[src/rtl/smbh_pkg.sv]
package smbh_pkg;
  localparam int OFS_PROTO = 'h00;
  localparam int OFS_STS   = 'h01;
  localparam int OFS_SLAVE = 'h02;
  localparam int OFS_CMD   = 'h03;
  localparam int BUF_BASE  = 'h04;
  localparam int OFS_ABST  = 'h3C;
  localparam int OFS_CTRL  = 'h3E;

  localparam logic [7:0] CTRL_ABORT_BIT = 8'h20;
  localparam logic [4:0] CODE_COLLIDE   = 5'h1F;
  localparam logic [4:0] CODE_ABORTED   = 5'h1E;

  // Packs the status byte: done, alarm, reserved zero, error code.
  function automatic logic [7:0] status_byte(input logic done, input logic alarm,
                                             input logic [4:0] code);
    return {done, alarm, 1'b0, code};
  endfunction

  // A sequencer error wins over a recorded start collision.
  function automatic logic [4:0] pick_code(input logic [4:0] seq_code, input logic collided);
    if (seq_code != 5'd0) return seq_code;
    return collided ? CODE_COLLIDE : 5'd0;
  endfunction
endpackage

[src/rtl/smbh_databuf.sv]
module smbh_databuf #(
  parameter int DEPTH = 32,
  parameter int DW    = 8,
  localparam int IDXW = $clog2(DEPTH)
) (
  input  logic            clk,
  input  logic            rst_n,
  input  logic            host_we,
  input  logic [IDXW-1:0] host_idx,
  input  logic [DW-1:0]   host_wdata,
  input  logic            seq_we,
  input  logic [IDXW-1:0] seq_idx,
  input  logic [DW-1:0]   seq_wdata,
  input  logic [IDXW-1:0] rd_idx_a,
  output logic [DW-1:0]   rd_a,
  input  logic [IDXW-1:0] rd_idx_b,
  output logic [DW-1:0]   rd_b
);
  logic [DW-1:0] mem [DEPTH];

  for (genvar g = 0; g < DEPTH; g++) begin : g_entry
    logic seq_hit, host_hit;
    assign seq_hit  = seq_we  && (seq_idx  == IDXW'(g));
    assign host_hit = host_we && (host_idx == IDXW'(g));
    always_ff @(posedge clk) begin
      if (!rst_n)        mem[g] <= '0;
      else if (seq_hit)  mem[g] <= seq_wdata;
      else if (host_hit) mem[g] <= host_wdata;
    end
  end

  assign rd_a = mem[rd_idx_a];
  assign rd_b = mem[rd_idx_b];
endmodule

[src/rtl/smbh_txn_ctrl.sv]
module smbh_txn_ctrl
  import smbh_pkg::*;
(
  input  logic       clk,
  input  logic       rst_n,
  input  logic       start_req,
  input  logic       sts_w1c,
  input  logic       abst_w1c,
  input  logic       abort_req,
  input  logic [7:0] wdata,
  input  logic       seq_done,
  input  logic [4:0] seq_err,
  input  logic       seq_alarm,
  input  logic       seq_abort_ack,
  output logic       busy,
  output logic       start_acc,
  output logic       done_evt,
  output logic       ack_evt,
  output logic       seq_start,
  output logic       seq_abort,
  output logic [7:0] status_q,
  output logic       abort_flag
);
  logic collided;
  logic abort_acc;

  assign start_acc = start_req && !busy;
  assign abort_acc = abort_req && busy;
  assign ack_evt   = seq_abort_ack && busy;
  assign done_evt  = seq_done && busy && !seq_abort_ack;

  always_ff @(posedge clk) begin
    if (!rst_n) begin
      busy      <= 1'b0;
      collided  <= 1'b0;
      status_q  <= '0;
      seq_start <= 1'b0;
      seq_abort <= 1'b0;
    end else begin
      seq_start <= start_acc;
      seq_abort <= abort_acc;
      if (ack_evt) begin
        busy     <= 1'b0;
        collided <= 1'b0;
        status_q <= status_byte(1'b0, 1'b0, CODE_ABORTED);
      end else if (done_evt) begin
        busy     <= 1'b0;
        collided <= 1'b0;
        status_q <= status_byte(1'b1, seq_alarm, pick_code(seq_err, collided || start_req));
      end else if (busy) begin
        if (start_req) collided <= 1'b1;
      end else if (start_req) begin
        busy     <= 1'b1;
        collided <= 1'b0;
        status_q <= '0;
      end else if (sts_w1c) begin
        status_q <= status_q & ~wdata;
      end
    end
  end

  always_ff @(posedge clk) begin
    if (!rst_n)                     abort_flag <= 1'b0;
    else if (ack_evt)               abort_flag <= 1'b1;
    else if (abst_w1c && wdata[0])  abort_flag <= 1'b0;
  end
endmodule

[src/rtl/smbus_host_regs.sv]
module smbus_host_regs
  import smbh_pkg::*;
#(
  parameter int BUF_BYTES = 32,
  parameter int OFS_W     = 6,
  parameter int DW        = 8,
  localparam int IDXW     = $clog2(BUF_BYTES),
  localparam int OFS_CNT  = BUF_BASE + BUF_BYTES
) (
  input  logic            clk,
  input  logic            rst_n,
  input  logic            reg_wr,
  input  logic [OFS_W-1:0] reg_addr,
  input  logic [DW-1:0]   reg_wdata,
  output logic [DW-1:0]   reg_rdata,
  output logic            seq_start,
  output logic            seq_abort,
  output logic [DW-1:0]   seq_proto,
  output logic [DW-1:0]   seq_slave,
  output logic [DW-1:0]   seq_cmd,
  output logic [DW-1:0]   seq_count,
  input  logic [IDXW-1:0] seq_buf_ridx,
  output logic [DW-1:0]   seq_buf_rdata,
  input  logic            seq_buf_we,
  input  logic [IDXW-1:0] seq_buf_widx,
  input  logic [DW-1:0]   seq_buf_wdata,
  input  logic            seq_cnt_we,
  input  logic [DW-1:0]   seq_cnt_wdata,
  input  logic            seq_done,
  input  logic [4:0]      seq_err,
  input  logic            seq_alarm,
  input  logic            seq_abort_ack
);
  logic           busy, start_acc, done_evt, ack_evt, abort_flag;
  logic [7:0]     status_q;
  logic [DW-1:0]  proto_q, slave_q, cmd_q, cnt_q, ctrl_q;
  logic           hit_proto, hit_sts, hit_slave, hit_cmd, hit_cnt, hit_abst, hit_ctrl, hit_buf;
  logic [OFS_W-1:0] rel_ofs;
  logic [IDXW-1:0]  host_idx;
  logic [DW-1:0]    host_buf_rd;
  logic           start_req, cfg_wr_ok;

  assign hit_proto = reg_addr == OFS_W'(OFS_PROTO);
  assign hit_sts   = reg_addr == OFS_W'(OFS_STS);
  assign hit_slave = reg_addr == OFS_W'(OFS_SLAVE);
  assign hit_cmd   = reg_addr == OFS_W'(OFS_CMD);
  assign hit_cnt   = reg_addr == OFS_W'(OFS_CNT);
  assign hit_abst  = reg_addr == OFS_W'(OFS_ABST);
  assign hit_ctrl  = reg_addr == OFS_W'(OFS_CTRL);
  assign hit_buf   = (reg_addr >= OFS_W'(BUF_BASE)) && (reg_addr < OFS_W'(OFS_CNT));
  assign rel_ofs   = reg_addr - OFS_W'(BUF_BASE);
  assign host_idx  = rel_ofs[IDXW-1:0];

  assign start_req = reg_wr && hit_proto;
  assign cfg_wr_ok = reg_wr && !busy;

  smbh_txn_ctrl u_txn (
    .clk(clk), .rst_n(rst_n),
    .start_req(start_req),
    .sts_w1c(reg_wr && hit_sts),
    .abst_w1c(reg_wr && hit_abst),
    .abort_req(reg_wr && hit_ctrl && (reg_wdata[7:0] & CTRL_ABORT_BIT) != 8'h00),
    .wdata(reg_wdata[7:0]),
    .seq_done(seq_done), .seq_err(seq_err), .seq_alarm(seq_alarm),
    .seq_abort_ack(seq_abort_ack),
    .busy(busy), .start_acc(start_acc), .done_evt(done_evt), .ack_evt(ack_evt),
    .seq_start(seq_start), .seq_abort(seq_abort),
    .status_q(status_q), .abort_flag(abort_flag)
  );

  smbh_databuf #(.DEPTH(BUF_BYTES), .DW(DW)) u_buf (
    .clk(clk), .rst_n(rst_n),
    .host_we(cfg_wr_ok && hit_buf), .host_idx(host_idx), .host_wdata(reg_wdata),
    .seq_we(seq_buf_we), .seq_idx(seq_buf_widx), .seq_wdata(seq_buf_wdata),
    .rd_idx_a(host_idx), .rd_a(host_buf_rd),
    .rd_idx_b(seq_buf_ridx), .rd_b(seq_buf_rdata)
  );

  always_ff @(posedge clk) begin
    if (!rst_n) begin
      proto_q <= '0;
      slave_q <= '0;
      cmd_q   <= '0;
      cnt_q   <= '0;
      ctrl_q  <= '0;
    end else begin
      if (start_acc)                proto_q <= reg_wdata;
      if (cfg_wr_ok && hit_slave)   slave_q <= reg_wdata;
      if (cfg_wr_ok && hit_cmd)     cmd_q   <= reg_wdata;
      if (seq_cnt_we)               cnt_q   <= seq_cnt_wdata;
      else if (cfg_wr_ok && hit_cnt) cnt_q  <= reg_wdata;
      if (reg_wr && hit_ctrl)       ctrl_q  <= reg_wdata & ~DW'(CTRL_ABORT_BIT);
    end
  end

  always_comb begin
    reg_rdata = '0;
    if (hit_proto)      reg_rdata = proto_q;
    else if (hit_sts)   reg_rdata = busy ? '0 : DW'(status_q);
    else if (hit_slave) reg_rdata = slave_q;
    else if (hit_cmd)   reg_rdata = cmd_q;
    else if (hit_buf)   reg_rdata = host_buf_rd;
    else if (hit_cnt)   reg_rdata = cnt_q;
    else if (hit_abst)  reg_rdata = DW'(abort_flag);
    else if (hit_ctrl)  reg_rdata = ctrl_q;
  end

  assign seq_proto = proto_q;
  assign seq_slave = slave_q;
  assign seq_cmd   = cmd_q;
  assign seq_count = cnt_q;
endmodule

[config.mk]
export PLATFORM = sky130hd
export DESIGN_NAME = smbus_host_regs
export DESIGN_NICKNAME = d
export VERILOG_FILES = /design/src/rtl/smbh_pkg.sv /design/src/rtl/smbh_databuf.sv /design/src/rtl/smbh_txn_ctrl.sv /design/src/rtl/smbus_host_regs.sv
export SDC_FILE = /design/constraint.sdc
export NUM_CORES = 1
export LEC_CHECK = 0
export CORE_UTILIZATION = 65
export DETAILED_ROUTE_END_ITERATION = 6
export HOLD_SLACK_MARGIN = 0.12
export MAX_ROUTING_LAYER = met4
export PLACE_DENSITY = 0.86
export SYNTH_ARGS = -nofsm -noshare
export SYNTH_HDL_FRONTEND = slang
export SYNTH_HIERARCHICAL = 1
export SYNTH_SLANG_ARGS = --single-unit
[constraint.sdc]
create_clock -name clk -period 7.8 [get_ports clk]
set_input_delay 1.95 -clock clk [delete_from_list [all_inputs] [get_ports clk]]
set_output_delay 1.95 -clock clk [all_outputs]
set_load 0.1 [all_outputs]
# --- Yosys cells after proc, flatten, opt, wreduce, memory -nomap -nowiden ---
# Memory sizes are Yosys's and may differ from the RTL's.
# Cells that the tools add are included.
word_totals:
  regBits: 52
  ram_bits: 256
  inputBits: 53
  out_inout_bits: 50
  elab_cells: 572
  n_memories: 1
classes:
  add_sub_neg: 1
  magnitude_cmp: 2
  eq_ne: 70
  n_mux: 319
  n_bitwise: 68
  reduce_logical: 98
mem_list:
  columns: ["name", "words", "word_bits", "rd", "rd_ports_with_merged_regs", "write_ports", "line_no", "rtl"]
  rows:
  - ["u_buf.mem", 32, 8, 2, 0, 32, "smbh_databuf.sv:19", "logic [DW-1:0] mem [DEPTH];"]
op_table:
  columns: ["op", "n"]
  rows:
  - ["8-bit 2-to-1 mux", 79]
  - ["1-bit 2-to-1 mux", 236]
  - ["5-bit equality test (second input constant)", 32]
  - ["1-bit logical AND", 81]
  - ["5-bit by 4-bit equality test with 1-bit output (second input constant)", 16]
  - ["1-bit OR", 64]
  - ["5-bit by 3-bit equality test with 1-bit output (second input constant)", 8]
  - ["5-bit by 2-bit equality test with 1-bit output (second input constant)", 4]
  - ["5-bit 2-to-1 mux", 4]
  - ["6-bit equality test (second input constant)", 3]
  - ["6-bit by 2-bit equality test with 1-bit output (second input constant)", 2]
  - ["5-bit by 1-bit equality test with 1-bit output (second input constant)", 2]
  - ["5-bit logical NOT", 2]
  - ["8-bit bitwise AND", 1]
  - ["8-bit inverter", 1]
  - ["6-bit by 1-bit equality test with 1-bit output (second input constant)", 1]
  - ["6-bit by 3-bit >= comparator with 1-bit output (second input constant)", 1]
  - ["6-bit logical NOT", 1]
  - ["6-bit < comparator (second input constant)", 1]
  - ["2-bit AND reduction", 3]
  - ["2-bit nonzero test", 3]
  - ["5-bit nonzero test", 1]
  - ["5-bit by 3-bit subtractor with 5-bit output (second input constant)", 1]
  - ["4-bit nonzero test", 1]
  - ["8 further kinds", 10]

# --- Depth between registers and ports, before layout ---
logic_depth:
  depth_word: 9
  depth_mapped: 12
  depth_no_buf: 9

# --- Modules after synthesis ---
# The synthesis kept the hierarchy.
modules_own_cells:
  columns: ["module", "n_inst", "cells_per_inst", "area_per_inst_um2", "seq_area_each_um2"]
  rows:
  - ["smbh_databuf", 1, 1018, 16224.3, 7687.4]
  - ["smbus_host_regs", 1, 259, 2279.7, 780.7]
  - ["smbh_txn_ctrl", 1, 76, 613.1, 260.2]

# --- Least setup slack after synthesis ---
# Ideal clock, no wire load.
synth_path:
  kind: "in2out"
  start: "in reg_addr[2]"
  end: "out reg_rdata[0]"
  arrival_time_ns: 6.091
  required_time_ns: 5.850
  setup_slack_ns: -0.241
  path_stages: 9
  path_buffers: 2
  path_cell_list: "inv_1 ha_1 xor2_1 buf_1 clkbuf_1 mux4_2 mux2_2 a211oi_1 a211oi_1"
synth_between:
  word_cells_on_any_way: 20
  classes_between: "add/sub: 1; order compare: 2; eq/ne: 6; mux: 8; reduce/logical: 2; memory: 1"
synth_rtl:
  columns: ["item", "line_no", "rtl"]
  rows:
  - ["start: declaration", "smbus_host_regs.sv:13", "input logic [OFS_W-1:0] reg_addr,"]
  - ["5-bit by 3-bit subtractor with 5-bit output", "smbus_host_regs.sv:51", "assign rel_ofs = reg_addr - OFS_W'(BUF_BASE);"]
  - ["named net rel_ofs[4]", "smbus_host_regs.sv:38", "logic [OFS_W-1:0] rel_ofs;"]
  - ["memory read 32 x 8 bit", null, null]
  - ["named net host_buf_rd[0]", "smbus_host_regs.sv:40", "logic [DW-1:0] host_buf_rd;"]
  - ["8-bit 2-to-1 mux", "smbus_host_regs.sv:102", "else if (hit_buf) reg_rdata = host_buf_rd;"]
  - ["8-bit 2-to-1 mux", "smbus_host_regs.sv:101", "else if (hit_cmd) reg_rdata = cmd_q;"]
  - ["8-bit 2-to-1 mux", "smbus_host_regs.sv:100", "else if (hit_slave) reg_rdata = slave_q;"]
  - ["8-bit 2-to-1 mux", "smbus_host_regs.sv:99", "else if (hit_sts) reg_rdata = busy ? '0 : DW'(status_q);"]
  - ["8-bit 2-to-1 mux", "smbus_host_regs.sv:98", "if (hit_proto) reg_rdata = proto_q;"]
  - ["end: declaration", "smbus_host_regs.sv:15", "output logic [DW-1:0] reg_rdata,"]
# The timed path passes the listed nets, and every way through them passes these cells.

# --- Final worst setup path ---
layout_path:
  start: "in reg_addr[2]"
  end: "out reg_rdata[2]"
# The elaborated chain is that of the path after synthesis.

==> flow_summary.ini <==
[clock_tree]
clock_sinks = 308
cts-root-buf = clkbuf_16
postCtsHoldBufs = 0
cts_tree = built
clockBufferDepth = 3
path_clk_slew_ns = 0.06
postCtsResizedCells = 0
post_cts_buffers = 0
clk_latency_ns = 0.52
cts_buffers = 34
htreeDepth = 2

[setup_path]
start_kind = primary input
crit_type = in2out
rrSetupSlack_ns = 4.05
worstPathArrival_ns = 5.35
rr_worst_depth = 6
worstReg2RegEnd = u_buf/mem[19][2]
cp_data_required_time_ns = 5.85
crit_fanout = 15
r2r_start = u_txn/busy
worst_setup_path_end_kind = primary output

[finish]
fin_cells = 1783
nNetsFinal = 1430
stdcell_area_mm2 = 0.0214
layout-drive-gt1-share = 0.251
area_delta_synth_final_pct = 11.8

[power_and_ir_drop]
leakage_nw = 6.89
power.density_mw_per_mm2 = 199
peakVddDrop_mv = 0.142

[floorplan]
io_pins = 103
fp.coreArea_mm2 = 0.0288
die_x_um = 173
dieArea_mm2 = 0.0301
rows = 62
die_h_um = 173
start_util = 0.664

[worst_hold_path]
hold_path_class = reg2reg
min_delay_path_depth = 2
hold_end = u_txn/abort_flag
hp-start = u_txn/abort_flag

[timing]
finalSetupTns_ns = 0
fin_worst_skew_ns = 0.0193
rsz0062_at_grt = no
hold_viol = 0
relSlewSlack = -0.0256
slew_violations = 9
clock.fmax_ghz = 0.137
fin_crit_ns = 7.30
setup_violations = 0
period_share = 0.936
worst_pin_slew_ns = 1.53

[global_routing]
first_global_vias = 14000
antenna_found_initial = 1
grt_max_degree = 93
grt.total_usage = 0.411
grt_pass1_wl_mm = 88.6
grt_overflow_total = 0

[route]
wl_met1_mm = 20.0
wire_per_inst_um = 33.3
top_layer_used = met4
met3_length_mm = 7.72
avgViaCountPerCell = 8.14
dr.first_iter.drc_count = 2457
remaining_drc_errors = 0
drt_first_pass_iters = 6
totalWireLength_mm = 59.4
ant_nets = 0
dr_wl_met2_mm = 28.0
via_count = 14500

[synthesis]
synth_most_common_cell = edfxtp_1
synth.area.top_cells = edfxtp_1 40%, mux4_2 18%, a22o_1 12%
synthTopCellsByCount = 256 x edfxtp_1, 254 x a22o_1, 157 x mux4_2
yosysTopAreaCellShare = 0.402
synth-edff-count = 256
synthesis.area_mm2 = 0.0191
synthFlopType = edfxtp_1
syn-num-nets = 1409
synth-seq-cells = 308
yosysSeqAreaShare = 0.457
async_flop_share = 0
avgSynthCellArea_um2 = 14.1
yosysWarnings = 6
synthCells = 1353
synth_top_area_cell = edfxtp_1
synth_cell_types = 71

[placement]
port_buffers = 102
place.gp.congestion = 0.967
place_hpwl_mm = 39.6
placed_cell_area_mm2 = 0.0203
place_inst = 1721

[status]
violations = capacitance limit, slew limit
status = complete, but fails checks

[run]
maxCapViolCount = 1
[cell type report]
cell class / instances / area [um^2]
multi-input combinational: 865 / 9620
sequential: 308 / 8730
fill: 1735 / 7400
timing repair buffer: 153 / 1460
clock buffer: 42 / 933
tap: 384 / 480
clock inverter: 16 / 108
inverter: 12 / 45.0
antenna: 3 / 7.51
[worst max-delay path: stages]
cell and delay, ns:
clkdlybuf4s50_1 0.51, inv_1 0.07, ha_1 0.26, xor2_2 0.90, buf_4 0.30, mux4_2 0.38
mux2_2 0.29, mux2i_1 0.25, a22oi_1 0.19, buf_12 0.22
[layout by cell type, fill, tap and decap left out, drive strengths merged, types with 6 or more instances in the layout]
cell,count
a2111oi,38
a211oi,6
a21oi,29
a22o,254
a22oi,17
and3,17
buf,71
clkbuf,43
clkdlybuf4s50,81
clkinv,13
dfxtp,52
edfxtp,256
inv,13
mux2,16
mux2i,47
mux4,160
nand2,55
nand2b,14
nand3,10
nor2,22
nor2b,39
nor3,24
nor4,6
nor4b,10
o211ai,8
o21ai,28
o311ai,13
[per-stage QoR]
step | worst slack (ns) | hold WS (ns) | utilization | power [mW]
detailed placement | 0.652 | 0.457 | 0.706 | 2.73
global placement | 0.683 | 0.451 | 0.706 | 2.71
CTS | 0.657 | 0.464 | 0.742 | 4.24
floorplan | 0.353 | 0.428 | - | 2.46
global route | 0.498 | 0.486 | 0.743 | 4.34
finish | 0.496 | 0.472 | 0.743 | 4.26
[flip-flops by register name, indices dropped and copies added (netlist names), 7 cells and up]
| register | cells |
|---|---|
| u_buf/mem | 256 |
| seq_cmd | 8 |
| ctrl_q | 7 |
| u_txn/status_q | 8 |
| seq_proto | 8 |
| seq_count | 8 |
| seq_slave | 8 |
[where the power goes]
part	internal [mW]	switching (mW)	total [mW]
registers	1.87	0.0696	1.94
clock network	0.882	0.654	1.54
logic	0.294	0.492	0.786
total	3.05	1.22	4.26
[metal layers]
layer | up-vias | GRT usage
li1 | 5730 | -
met3 | 287 | 0.0831
met4 | 0 | 0.209
met1 | 7097 | 0.519
met5 | - | -
met2 | 1396 | 0.636
[how the worst max path moves through the flow]
stage                            from            to
after floorplan           reg_addr[2]  reg_rdata[3]
final                     reg_addr[2]  reg_rdata[2]
after global routing      reg_addr[2]  reg_rdata[2]
after detailed placement  reg_addr[2]  reg_rdata[2]
after CTS                 reg_addr[2]  reg_rdata[2]
after global placement    reg_addr[2]  reg_rdata[4]
[cells by family after synthesis]
group,count (synthesis),share of synthesized area
AO/OA/AOI/OAI,413,0.205
flip-flops,308,0.457
AND/OR/NAND/NOR,225,0.0703
multiplexers,223,0.223
buffers and inverters,180,0.0422
adder cells (fa/ha/maj),3,0.00196
XOR/XNOR,1,0.000458
(Power assumes the default switching activity.)
